<file path="src/rtl/ced_pkg.sv">
package ced_pkg;
  typedef enum logic [1:0] {
    FLT_NONE = 2'd0,
    FLT_PRI  = 2'd1,
    FLT_SEC  = 2'd2,
    FLT_BOTH = 2'd3
  } flt_loc_e;
endpackage

</file>
<file path="src/rtl/ced_logic_copy.sv">
// One implementation of the Gray conversion; STRUCT picks the gate structure.
module ced_logic_copy #(
  parameter int WIDTH  = 8,
  parameter int STRUCT = 0,
  localparam int IDXW  = $clog2(WIDTH)
) (
  input  logic [WIDTH-1:0] x_i,
  input  logic             stuck_en_i,
  input  logic [IDXW-1:0]  stuck_idx_i,
  input  logic             stuck_val_i,
  output logic [WIDTH-1:0] y_o
);
  logic [WIDTH-1:0] shifted;
  logic [WIDTH-1:0] raw;

  assign shifted = x_i >> 1;

  generate
    if (STRUCT == 0) begin : g_xor
      assign raw = x_i ^ shifted;
    end else begin : g_andor
      assign raw = (x_i | shifted) & ~(x_i & shifted);
    end
  endgenerate

  always_comb begin
    y_o = raw;
    if (stuck_en_i) y_o[stuck_idx_i] = stuck_val_i;
  end
endmodule

</file>
<file path="src/rtl/ced_par_pred.sv">
// Predicts per-group parity of the Gray result straight from the operand.
module ced_par_pred #(
  parameter int WIDTH  = 8,
  parameter int GROUPS = 3
) (
  input  logic [WIDTH-1:0]  x_i,
  output logic [GROUPS-1:0] par_o
);
  logic [WIDTH-1:0] shifted;
  assign shifted = x_i >> 1;

  generate
    for (genvar k = 0; k < GROUPS; k++) begin : g_grp
      always_comb begin
        par_o[k] = 1'b0;
        for (int i = 0; i < WIDTH; i++) begin
          if (i % GROUPS == k) par_o[k] = par_o[k] ^ x_i[i] ^ shifted[i];
        end
      end
    end
  endgenerate
endmodule

</file>
<file path="src/rtl/ced_par_check.sv">
// Recomputes group parity of the stored result and compares with the stored bits.
module ced_par_check #(
  parameter int WIDTH  = 8,
  parameter int GROUPS = 3
) (
  input  logic [WIDTH-1:0]  z_i,
  input  logic [GROUPS-1:0] par_i,
  output logic              err_o
);
  logic [GROUPS-1:0] grp_bad;

  generate
    for (genvar k = 0; k < GROUPS; k++) begin : g_grp
      always_comb begin
        grp_bad[k] = par_i[k];
        for (int i = 0; i < WIDTH; i++) begin
          if (i % GROUPS == k) grp_bad[k] = grp_bad[k] ^ z_i[i];
        end
      end
    end
  endgenerate

  assign err_o = |grp_bad;
endmodule

</file>
<file path="src/rtl/ced_duplex_stage.sv">
module ced_duplex_stage #(
  parameter int WIDTH  = 8,
  parameter int GROUPS = 3,
  localparam int IDXW  = $clog2(WIDTH)
) (
  input  logic             clk_i,
  input  logic             rst_ni,
  input  logic             ld_i,
  input  logic [WIDTH-1:0] din_i,
  input  logic             clr_i,
  input  logic [1:0]       flt_sel_i,
  input  logic [IDXW-1:0]  flt_idx_i,
  input  logic             flt_val_i,
  input  logic             flip_en_i,
  input  logic [IDXW-1:0]  flip_idx_i,
  output logic [WIDTH-1:0] z_o,
  output logic             cmp_err_o,
  output logic             par_err_o,
  output logic             err_o
);
  import ced_pkg::*;

  // reset: asserted asynchronously, released on a clock edge
  logic [1:0] rst_sync_q;
  logic       rst_n;
  always_ff @(posedge clk_i or negedge rst_ni) begin
    if (!rst_ni) rst_sync_q <= 2'b00;
    else         rst_sync_q <= {rst_sync_q[0], 1'b1};
  end
  assign rst_n = rst_sync_q[1];

  logic [WIDTH-1:0]  x_q, x_n;
  logic              ld_q;
  logic [WIDTH-1:0]  z_q, z_n;
  logic [GROUPS-1:0] zpar_q, zpar_n;
  logic              cmp_q, cmp_n;
  logic              err_q, err_n;
  logic [WIDTH-1:0]  out_a, out_b;
  logic [GROUPS-1:0] par_pred;
  logic              cmp_mis;
  logic              par_bad;
  logic              flt_a, flt_b;

  assign flt_a = (flt_loc_e'(flt_sel_i) == FLT_PRI) || (flt_loc_e'(flt_sel_i) == FLT_BOTH);
  assign flt_b = (flt_loc_e'(flt_sel_i) == FLT_SEC) || (flt_loc_e'(flt_sel_i) == FLT_BOTH);

  ced_logic_copy #(.WIDTH(WIDTH), .STRUCT(0)) i_copy_pri (
    .x_i(x_q), .stuck_en_i(flt_a), .stuck_idx_i(flt_idx_i),
    .stuck_val_i(flt_val_i), .y_o(out_a)
  );

  ced_logic_copy #(.WIDTH(WIDTH), .STRUCT(1)) i_copy_sec (
    .x_i(x_q), .stuck_en_i(flt_b), .stuck_idx_i(flt_idx_i),
    .stuck_val_i(flt_val_i), .y_o(out_b)
  );

  ced_par_pred #(.WIDTH(WIDTH), .GROUPS(GROUPS)) i_pred (
    .x_i(x_q), .par_o(par_pred)
  );

  ced_par_check #(.WIDTH(WIDTH), .GROUPS(GROUPS)) i_check (
    .z_i(z_q), .par_i(zpar_q), .err_o(par_bad)
  );

  assign cmp_mis = (out_a != out_b);

  always_comb begin
    x_n    = x_q;
    z_n    = z_q;
    zpar_n = zpar_q;
    cmp_n  = cmp_q;
    if (ld_i) x_n = din_i;
    if (ld_q) begin
      z_n    = out_a ^ (flip_en_i ? (WIDTH'(1) << flip_idx_i) : '0);
      zpar_n = par_pred;
      cmp_n  = cmp_mis;
    end
    if (clr_i) err_n = 1'b0;
    else       err_n = err_q | (ld_q & cmp_mis) | par_bad;
  end

  always_ff @(posedge clk_i or negedge rst_n) begin
    if (!rst_n) begin
      x_q    <= '0;
      ld_q   <= 1'b0;
      z_q    <= '0;
      zpar_q <= '0;
      cmp_q  <= 1'b0;
      err_q  <= 1'b0;
    end else begin
      x_q    <= x_n;
      ld_q   <= ld_i;
      z_q    <= z_n;
      zpar_q <= zpar_n;
      cmp_q  <= cmp_n;
      err_q  <= err_n;
    end
  end

  assign z_o       = z_q;
  assign cmp_err_o = cmp_q;
  assign par_err_o = par_bad;
  assign err_o     = err_q;
endmodule

</file>
<file path="config.mk">
export PLATFORM = sky130hd
export DESIGN_NAME = ced_duplex_stage
export DESIGN_NICKNAME = d
export VERILOG_FILES = /design/src/rtl/ced_pkg.sv /design/src/rtl/ced_logic_copy.sv /design/src/rtl/ced_par_pred.sv /design/src/rtl/ced_par_check.sv /design/src/rtl/ced_duplex_stage.sv
export SDC_FILE = /design/constraint.sdc
export NUM_CORES = 1
export LEC_CHECK = 0
export BUFFER_PORTS_ARGS = -buffer_cell sky130_fd_sc_hd__buf_2
export CAP_MARGIN = 20
export CORE_UTILIZATION = 50
export DETAILED_ROUTE_END_ITERATION = 10
export PLACE_DENSITY = 0.74
export REMOVE_ABC_BUFFERS = 1
export SLEW_MARGIN = 20
export SYNTH_ARGS = -nofsm -noshare
export SYNTH_HDL_FRONTEND = slang
export SYNTH_SLANG_ARGS = --single-unit
</file>
<file path="constraint.sdc">
create_clock -name clk_i -period 1.55 [get_ports clk_i]
set_input_delay 0.155 -clock clk_i [delete_from_list [all_inputs] [get_ports clk_i]]
set_output_delay 0.155 -clock clk_i [all_outputs]
set_load 0.03 [all_outputs]
</file>
* Word level (Yosys, flattened, before mapping)
Index checks and enable logic that the tools add are counted.
Word-level totals: flip-flop bits (word level) 24, output and inout port bits 11, word-level logic and storage cells 55
Cells by class: reductions and logical operators 4, multiplexer cells 8, equal/unequal tests 4, bitwise operators 29, shifts and indexed selects 1, magnitude comparators 2
Operator list (number):
- $mux W8 | 3
- $xor A1 B1 Y1 | 20
- $bwmux W8 | 2
- $and A8 B7 Y8 | 1
- $and A8 B8 Y8 | 1
- $ne A8 B8 Y1 | 1
- $not A8 Y8 | 1
- $or A8 B7 Y8 | 1
- $shl A1 B3 Y8 const A | 1
- $xor A8 B7 Y8 | 1
- $xor A8 B8 Y8 | 1
- $eq A2 B2 Y1 const B | 2
- $lt A3 B4 Y1 const B | 1
- $demux W1 S3 | 1
- $ge A3 B1 Y1 const B | 1
- $reduce_or A3 Y1 | 1
- $eq A2 B1 Y1 const B | 1
- $logic_or A1 B1 Y1 | 2
- $mux W1 | 2
- $or A1 B1 Y1 | 2
- $and A1 B1 Y1 | 1
- $logic_and A1 B1 Y1 | 1

* Longest topological paths before layout
Gate-level depths: netlist (run 1).
depth in word-level cells 11, gate-level depth with buffers 7, gate-level depth less buffers 5

* Hierarchy
From an unflattened synthesis (run 1), not the netlist that was laid out.
Unflattened totals: cells, all modules 153, area total of the unflattened synthesis 1736.7 µm²
Modules (own cells, without submodules):
- ced_duplex_stage | cells an instance 92, area an instance 1084.8 µm², instances 1, seq. area each 600.6 µm²
- ced_logic_copy | cells an instance 23, area an instance 247.7 µm², instances 2, seq. area each 0.0 µm²
- ced_par_pred | cells an instance 6, area an instance 81.3 µm², instances 1, seq. area each 0.0 µm²
- ced_par_check | cells an instance 9, area an instance 75.1 µm², instances 1, seq. area each 0.0 µm²

* Worst setup path before layout (run 1)
Ideal clock, no wire load.
kind flip-flop to flip-flop, start point register x_q[4], end point register cmp_q (netlist: cmp_err_o), data arrival time 1473 ps, setup time 83 ps, path slack -5 ps, path buffers 0, period minus slack after synthesis 1555 ps, cell stages (with the launch flop) 6, path through dfrtp_1 > xor2_1 > or3b_2 > a311oi_1 > nor4_1 > o22ai_1
Between the ends: word-level cells in the longest chain between the ends 6, elaborated cells between the ends (all ways) 10, those cells by class 1 x eq/ne; 4 x mux; 5 x bitwise
Ends and longest elaborated chain:
- start: declaration | RTL line ced_duplex_stage.sv:32 | logic [WIDTH-1:0] x_q, x_n;
- start signal: assignment | RTL line ced_duplex_stage.sv:91 | x_q <= x_n;
- $and A8 B7 Y8 | RTL line ced_logic_copy.sv:22 | assign raw = (x_i | shifted) & ~(x_i & shifted);
- $not A8 Y8 | RTL line ced_logic_copy.sv:22
- $and A8 B8 Y8 | RTL line ced_logic_copy.sv:22
- $bwmux W8 | RTL line ced_logic_copy.sv:28 | if (stuck_en_i) y_o[stuck_idx_i] = stuck_val_i;
- $mux W8 | RTL line ced_logic_copy.sv:28
- $ne A8 B8 Y1 * | RTL line ced_duplex_stage.sv:65 | assign cmp_mis = (out_a != out_b);
- end signal: assignment | RTL line ced_duplex_stage.sv:95 | cmp_q <= cmp_n;
- end: declaration | RTL line ced_duplex_stage.sv:36 | logic cmp_q, cmp_n;
Mark *: on every way between the ends. The rest lies on a longest branch, timed or not. A chain may end at the register's enable or synchronous reset.

* Worst setup path in the final report (run 1)
start point register x_q[5], end point register err_q (netlist: err_o)
Between the ends: word-level cells in the longest chain between the ends 10, elaborated cells between the ends (all ways) 14, those cells by class 1 x eq/ne; 5 x mux; 8 x bitwise
Ends and longest elaborated chain:
- $and A8 B7 Y8 | RTL line ced_logic_copy.sv:22
- $not A8 Y8 | RTL line ced_logic_copy.sv:22
- $and A8 B8 Y8 | RTL line ced_logic_copy.sv:22
- $bwmux W8 | RTL line ced_logic_copy.sv:28
- $mux W8 | RTL line ced_logic_copy.sv:28
- $ne A8 B8 Y1 * | RTL line ced_duplex_stage.sv:65
- $and A1 B1 Y1 * | RTL line ced_duplex_stage.sv:79 | else err_n = err_q | (ld_q & cmp_mis) | par_bad;
- $or A1 B1 Y1 * (2 in a row) | RTL line ced_duplex_stage.sv:79
- $mux W1 * | RTL line ced_duplex_stage.sv:78 | if (clr_i) err_n = 1'b0;
- net err_n | RTL line ced_duplex_stage.sv:37 | logic err_q, err_n;
- end signal: assignment | RTL line ced_duplex_stage.sv:96 | err_q <= err_n;
- end: declaration | RTL line ced_duplex_stage.sv:37
Mark *: on every way through the listed nets, which the timed path passes. The rest lies on a longest branch.

==> results.ini, run 1 <==
[timing]
maxSlewViolCount = 0
rsz0062_at_grt = true
hold_slack_ps = 26.5
setup_violations = 3
hold_viol_final = 0
fin_crit_ps = 1670
setup_ws_ps = -119
fmax_mhz = 599
skew_ps = 3.48
period_share_pct = 108

[clocking]
numCtsBuffers = 3
clock_path_buffers = 2
cts-root-buf = clkbuf_4
cts_sinks = 24
clk_pin_slew_worst_paths_ps = 130
clk_latency_ps = 320
ctsHtreeMaxLevel = 1
cts_tree = done

[synth]
synth_most_common_cell = dfrtp_1
ys_warn_count = 0
ys.flop_type = dfrtp_1
synth_area_leaders = dfrtp_1 (38%), xor2_1 (11%), mux2_2 (7.2%), mux2i_1 (6.4%), xnor2_1 (5.6%)
ys_seq_elements = 24
synth_top_area_cell = dfrtp_1
syn_inst = 160
synthTopCellsByCount = dfrtp_1 (24), xor2_1 (20), nor2_1 (15)
syn_area_um2 = 1570
yosysUniqueCellTypes = 36
synth_edf_count = 0
seq_area_frac_synth_pct = 38.3
async_reset_ff_share_pct = 100
syn_avg_cell_area_um2 = 9.80
synth.top_cell.area_share_pct = 38.3

[routing]
drtAntennaViolNets = 0
route.final.wire_length_um = 3430
wl_per_cell_um = 14.2
drc = 3
drtPass1Iterations = 7
first_iter_violations = 48
routed-via-count = 1328
via_per_inst = 5.51

[floorplanning]
fp.dieH_um = 58.0
fp.coreArea_um2 = 2850
dieArea_um2 = 3360
die_w_um = 58.0
io_pins = 33
rows = 19
initial_core_util_pct = 55.0

[placement]
hpwl_um = 2560
dpl_cell_area_um2 = 1850
gp_congestion = 0.848
io_buffers = 32
pre_cts_ws_ps = -164

[global_route]
grt_pass1_wl_um = 5690
grt_pass1_vias = 1307
grt_usage_pct = 21.9
grt_overflow = 0
grt_max_degree = 23
antenna_found_initial = 0

[outcome]
outcome = finished, violations left
violations = DRC, setup timing

[setup_path]
r2r_end = err_o
cp_slowest_cell = dfrtp_1
crit_start = x_q[5]
endpoint = err_o
cp-end-kind = flop
critPathMaxFanout = 3
reg2reg_from = x_q[5]
crit_path_start_kind = flop
path_class = flop to flop
cp.arrival_ps = 1920
slowest_delay_ps = 440
ff2ff_setup_slack_ps = -120
cp.required_ps = 1800
rr_worst_depth = 5
path_cells = xor2_2, or3b_4, a311oi_2, nor4_2, o22ai_1

[power]
p_total_mw = 2.17
powerDensity_nw_per_um2 = 1080
p_leak_nw = 0.901
ir_worst_vdd_mv = 0.646

[finish]
drive_gt1_share_pct = 38.1
nNetsFinal = 233
nFillCells = 237
finalInstanceArea_um2 = 2000
area_growth_pct = 27.9
diodes = 0

[worst_hold_path]
whs_path_depth = 2
min_path_type = primary input to flop

[run]
cap_viol_max_count = 0

## metrics by stage
step	setup TNS (ps)	util [%]	cells
after floorplan	-12.5	-	150
after global placement	-68.3	64.7	230
after detailed placement	-329	64.7	230
after CTS	-246	68.9	239
after global routing	-425	70.3	241
final	-227	70.3	241
## power breakdown
group,switching (mW),internal (mW),leakage (nW),total (mW)
registers,0.0977,0.736,0.276,0.834
logic,0.515,0.488,0.604,1.00
clock network,0.188,0.144,0.0210,0.332
total,0.801,1.37,0.901,2.17
## cells by family after synthesis
logic type,after synthesis,synth area share [%]
other,1,0.239
multiplexers,21,14.5
buffers and inverters,12,3.59
AND/OR/NAND/NOR,52,18.8
XOR/XNOR,30,16.8
flip-flops,24,38.3
AO/OA/AOI/OAI,20,7.82
## final cells by class
type                            instances  area (um^2)  share of cell area, %
Multi-Input combinational cell        124          963                   48.1
Sequential cell                        24          602                   30.0
Timing Repair Buffer                   56          357                   17.8
Tap cell                               31         38.8                   1.94
Clock buffer                            4         36.3                   1.81
Inverter                                2         7.51                  0.375
## worst min-delay path by stage
stage	slack, ps	endpoint	from
after floorplan	-140	rst_sync_q[0]	rst_ni
after global routing	10	err_o	clr_i
after global placement	-60	rst_sync_q[0]	rst_ni
final	30	err_o	clr_i
after detailed placement	-60	rst_sync_q[1]	rst_ni
after CTS	20	err_o	clr_i
## cells in the final DEF (no fill, tap or decap), types with 2 or more instances in the layout
| cell type | synthesis | final |
|---|---|---|
| a21oi_1 | 11 | 11 |
| a311oi_2 | 0 | 2 |
| mux2_2 | 10 | 10 |
| buf_2 | 3 | 31 |
| inv_1 | 2 | 2 |
| nand4_1 | 2 | 2 |
| nand3_1 | 5 | 4 |
| nand2_1 | 6 | 6 |
| nor2b_1 | 2 | 2 |
| nor3_1 | 3 | 3 |
| nand2b_1 | 2 | 2 |
| nor4bb_1 | 2 | 2 |
| dfrtp_1 | 24 | 23 |
| nor3b_1 | 3 | 3 |
| mux2i_1 | 10 | 9 |
| nor2_1 | 15 | 15 |
| buf_4 | 0 | 21 |
| o22ai_1 | 2 | 2 |
| nand3b_1 | 3 | 3 |
| buf_6 | 1 | 3 |
| xor2_2 | 0 | 3 |
| clkbuf_4 | 0 | 3 |
| xor2_1 | 20 | 17 |
| nand4b_1 | 3 | 3 |
| xnor2_1 | 10 | 10 |
## per-layer routing
layer  track usage [%]  wire [um]  part of all wire [%]  up-vias
met1              27.3       1430                    42      619
met4              7.48         87                   2.5        0
met3              2.01        145                   4.2       10
met2              39.7       1760                    51       40
li1                  -          -                     -      659
met5                 0          0                     0        -
## what timing repair did
item,4_1_cts,5_1_grt
endpoints found under the setup margin,3,3
buffers inserted,4,2
gates resized for setup,9,5
pin swaps,8,7
hold buffers,1,0
hold endpoints to repair,2,0
## registers in the layout, summed over array words and instances, names as in the netlist
name and flops:
cmp_err_o 1, err_o 1, ld_q 1, rst_sync_q 2, x_q 8, z_o 8, zpar_q 3
## critical path, delay by kind of cell, from the launching register on
| family | cells | cell delay, ps |
|---|---|---|
| flip-flops | 1 | 440 |
| XOR/XNOR | 1 | 200 |
| AND/OR/NAND/NOR | 2 | 500 |
| AO/OA/AOI/OAI | 2 | 460 |
Note: power is estimated with default switching activity, not from simulation.
==> run 2: changes to the inputs <==
--- a/config.mk
+++ b/config.mk
@@ -10,4 +10,5 @@
 export CORE_UTILIZATION = 50
 export DETAILED_ROUTE_END_ITERATION = 10
+export GPL_TIMING_DRIVEN = 1
 export PLACE_DENSITY = 0.74
 export REMOVE_ABC_BUFFERS = 1
==> constraint.sdc (replaced) <==
create_clock -name clk_i -period 1.55 [get_ports clk_i]
set_input_delay 0.31 -clock clk_i [delete_from_list [all_inputs] [get_ports clk_i]]
set_output_delay 0.31 -clock clk_i [all_outputs]
set_load 0.03 [all_outputs]
==> results.ini, run 2 (synthesis results as in run 1) <==
[outcome]
outcome = finished, violations left
violations = DRC, setup timing

[placement]
pre_cts_ws_ps = -268
gp_congestion = 0.955
hpwl_um = 2610
io_buffers = 32
placedCellCount = 232
dpl_cell_area_um2 = 1860

[finish]
instances_no_fill = 243
fin_util_pct = 72.4
finalInstanceArea_um2 = 2060
area_growth_pct = 31.7
nNetsFinal = 235
layout_common_cells = buf_2 (31), buf_4 (23), dfrtp_1 (20)
drive_gt1_share_pct = 41.5
final_common_cell = buf_2
diodes = 0

[floorplanning]
rows = 19
die_w_um = 58.0
fp.dieH_um = 58.0
dieArea_um2 = 3360
fp.coreArea_um2 = 2850
initial_core_util_pct = 55.0
io_pins = 33

[global_route]
grt_max_degree = 23
grt_overflow = 0
grt_pass1_vias = 1270
grt_pass1_wl_um = 5420
antenna_found_initial = 0
grt_usage_pct = 21.5

[setup_path]
rr_worst_depth = 5
reg2reg_from = x_q[2]
cp.arrival_ps = 1410
slowest_delay_ps = 430
path_class = flop to output pin
cp-end-kind = output pin
cp.required_ps = 1240
critPathMaxFanout = 3
cp_slowest_cell = dfrtp_1
path_cells = xor2_1, xnor2_1, nand3_1, buf_6
ff2ff_setup_slack_ps = -100
crit_path_start_kind = flop
r2r_end = err_o

[timing]
skew_ps = 7.52
setup-tns-final_ps = -332
fmax_mhz = 582
rsz0062_at_grt = true
setup_violations = 3
hold_viol_final = 0
hold_slack_ps = 193
maxSlewViolCount = 0
fin_crit_ps = 1720
setup_ws_ps = -167
period_share_pct = 111

[routing]
via_per_inst = 5.54
wl_per_cell_um = 14.7
route.final.wire_length_um = 3580
routed-via-count = 1346
first_iter_violations = 46
drtAntennaViolNets = 0
drc = 3
drtPass1Iterations = 7

[worst_hold_path]
whs_path_depth = 2
hp-start = clr_i
min_path_type = primary input to flop
min_to = err_o

[power]
ir_worst_vdd_mv = 0.802
powerDensity_nw_per_um2 = 1130
p_leak_nw = 0.923
p_total_mw = 2.33

[clocking]
clk_pin_slew_worst_paths_ps = 140
clock_path_buffers = 2
ctsHtreeMaxLevel = 1
cts-root-buf = clkbuf_4
cts_sinks = 24
numCtsBuffers = 3
cts_tree = done
clk_latency_ps = 320

[run]
cap_viol_max_count = 0

-- run 2: cell types whose count changed in the layout (fill, tap and decap cells not counted), sizes merged --
| cell | change |
|---|---|
| clkbuf | -1 |
| buf | +2 |
| bufinv | +1 |
-- run 2: cell type report --
| type | instances | area [um^2] |
|---|---|---|
| Timing Repair Buffer | 58 | 372 |
| Inverter | 2 | 7.51 |
| Tap cell | 31 | 38.8 |
| Multi-Input combinational cell | 124 | 988 |
| Clock inverter | 1 | 30.0 |
| Clock buffer | 3 | 22.5 |
| Fill cell | 226 | 788 |
| Sequential cell | 24 | 606 |
-- run 2: worst max-delay path, delay by kind of cell, from the launching register on --
family                 cells  cell delay, ps
XOR/XNOR                   2             360
AND/OR/NAND/NOR            1             140
flip-flops                 1             430
buffers and inverters      1             160
-- run 2: per-layer routing --
metal  vias to the layer above  GRT usage (%)  part of all wire (%)
met4                         0           9.86                   3.1
met1                       643           25.3                    40
met2                        40           39.1                    53
met5                         -              0                     0
met3                         8           2.23                   3.8
li1                        655              -                     -
-- run 2: repair_timing --
action	CTS	global route
gates cloned	0	0
hold buffers	1	0
setup buffers	4	4
endpoints found under the hold margin	2	0
pin swaps	11	13
endpoints found under the setup margin	3	5
resized for setup	8	14
-- run 2: how the worst max path moves through the flow --
| stage | from | endpoint | slack (ps) | cells past startpoint |
|---|---|---|---|---|
| floorplan | x_q[4] | cmp_err_o | -7 | 5 |
| global placement | flt_idx_i[0] | err_o | -110 | 6 |
| detailed placement | flt_idx_i[0] | err_o | -270 | 6 |
| CTS | zpar_q[1] | par_err_o | -210 | 4 |
| global route | z_o[4] | par_err_o | -250 | 4 |
| finish | z_o[4] | par_err_o | -170 | 4 |
-- run 2: power breakdown --
group	total, mW	leakage (nW)	switching [mW]	internal [mW]
clock	0.457	0.0279	0.195	0.262
combinational	1.03	0.622	0.521	0.507
sequential	0.845	0.273	0.107	0.738
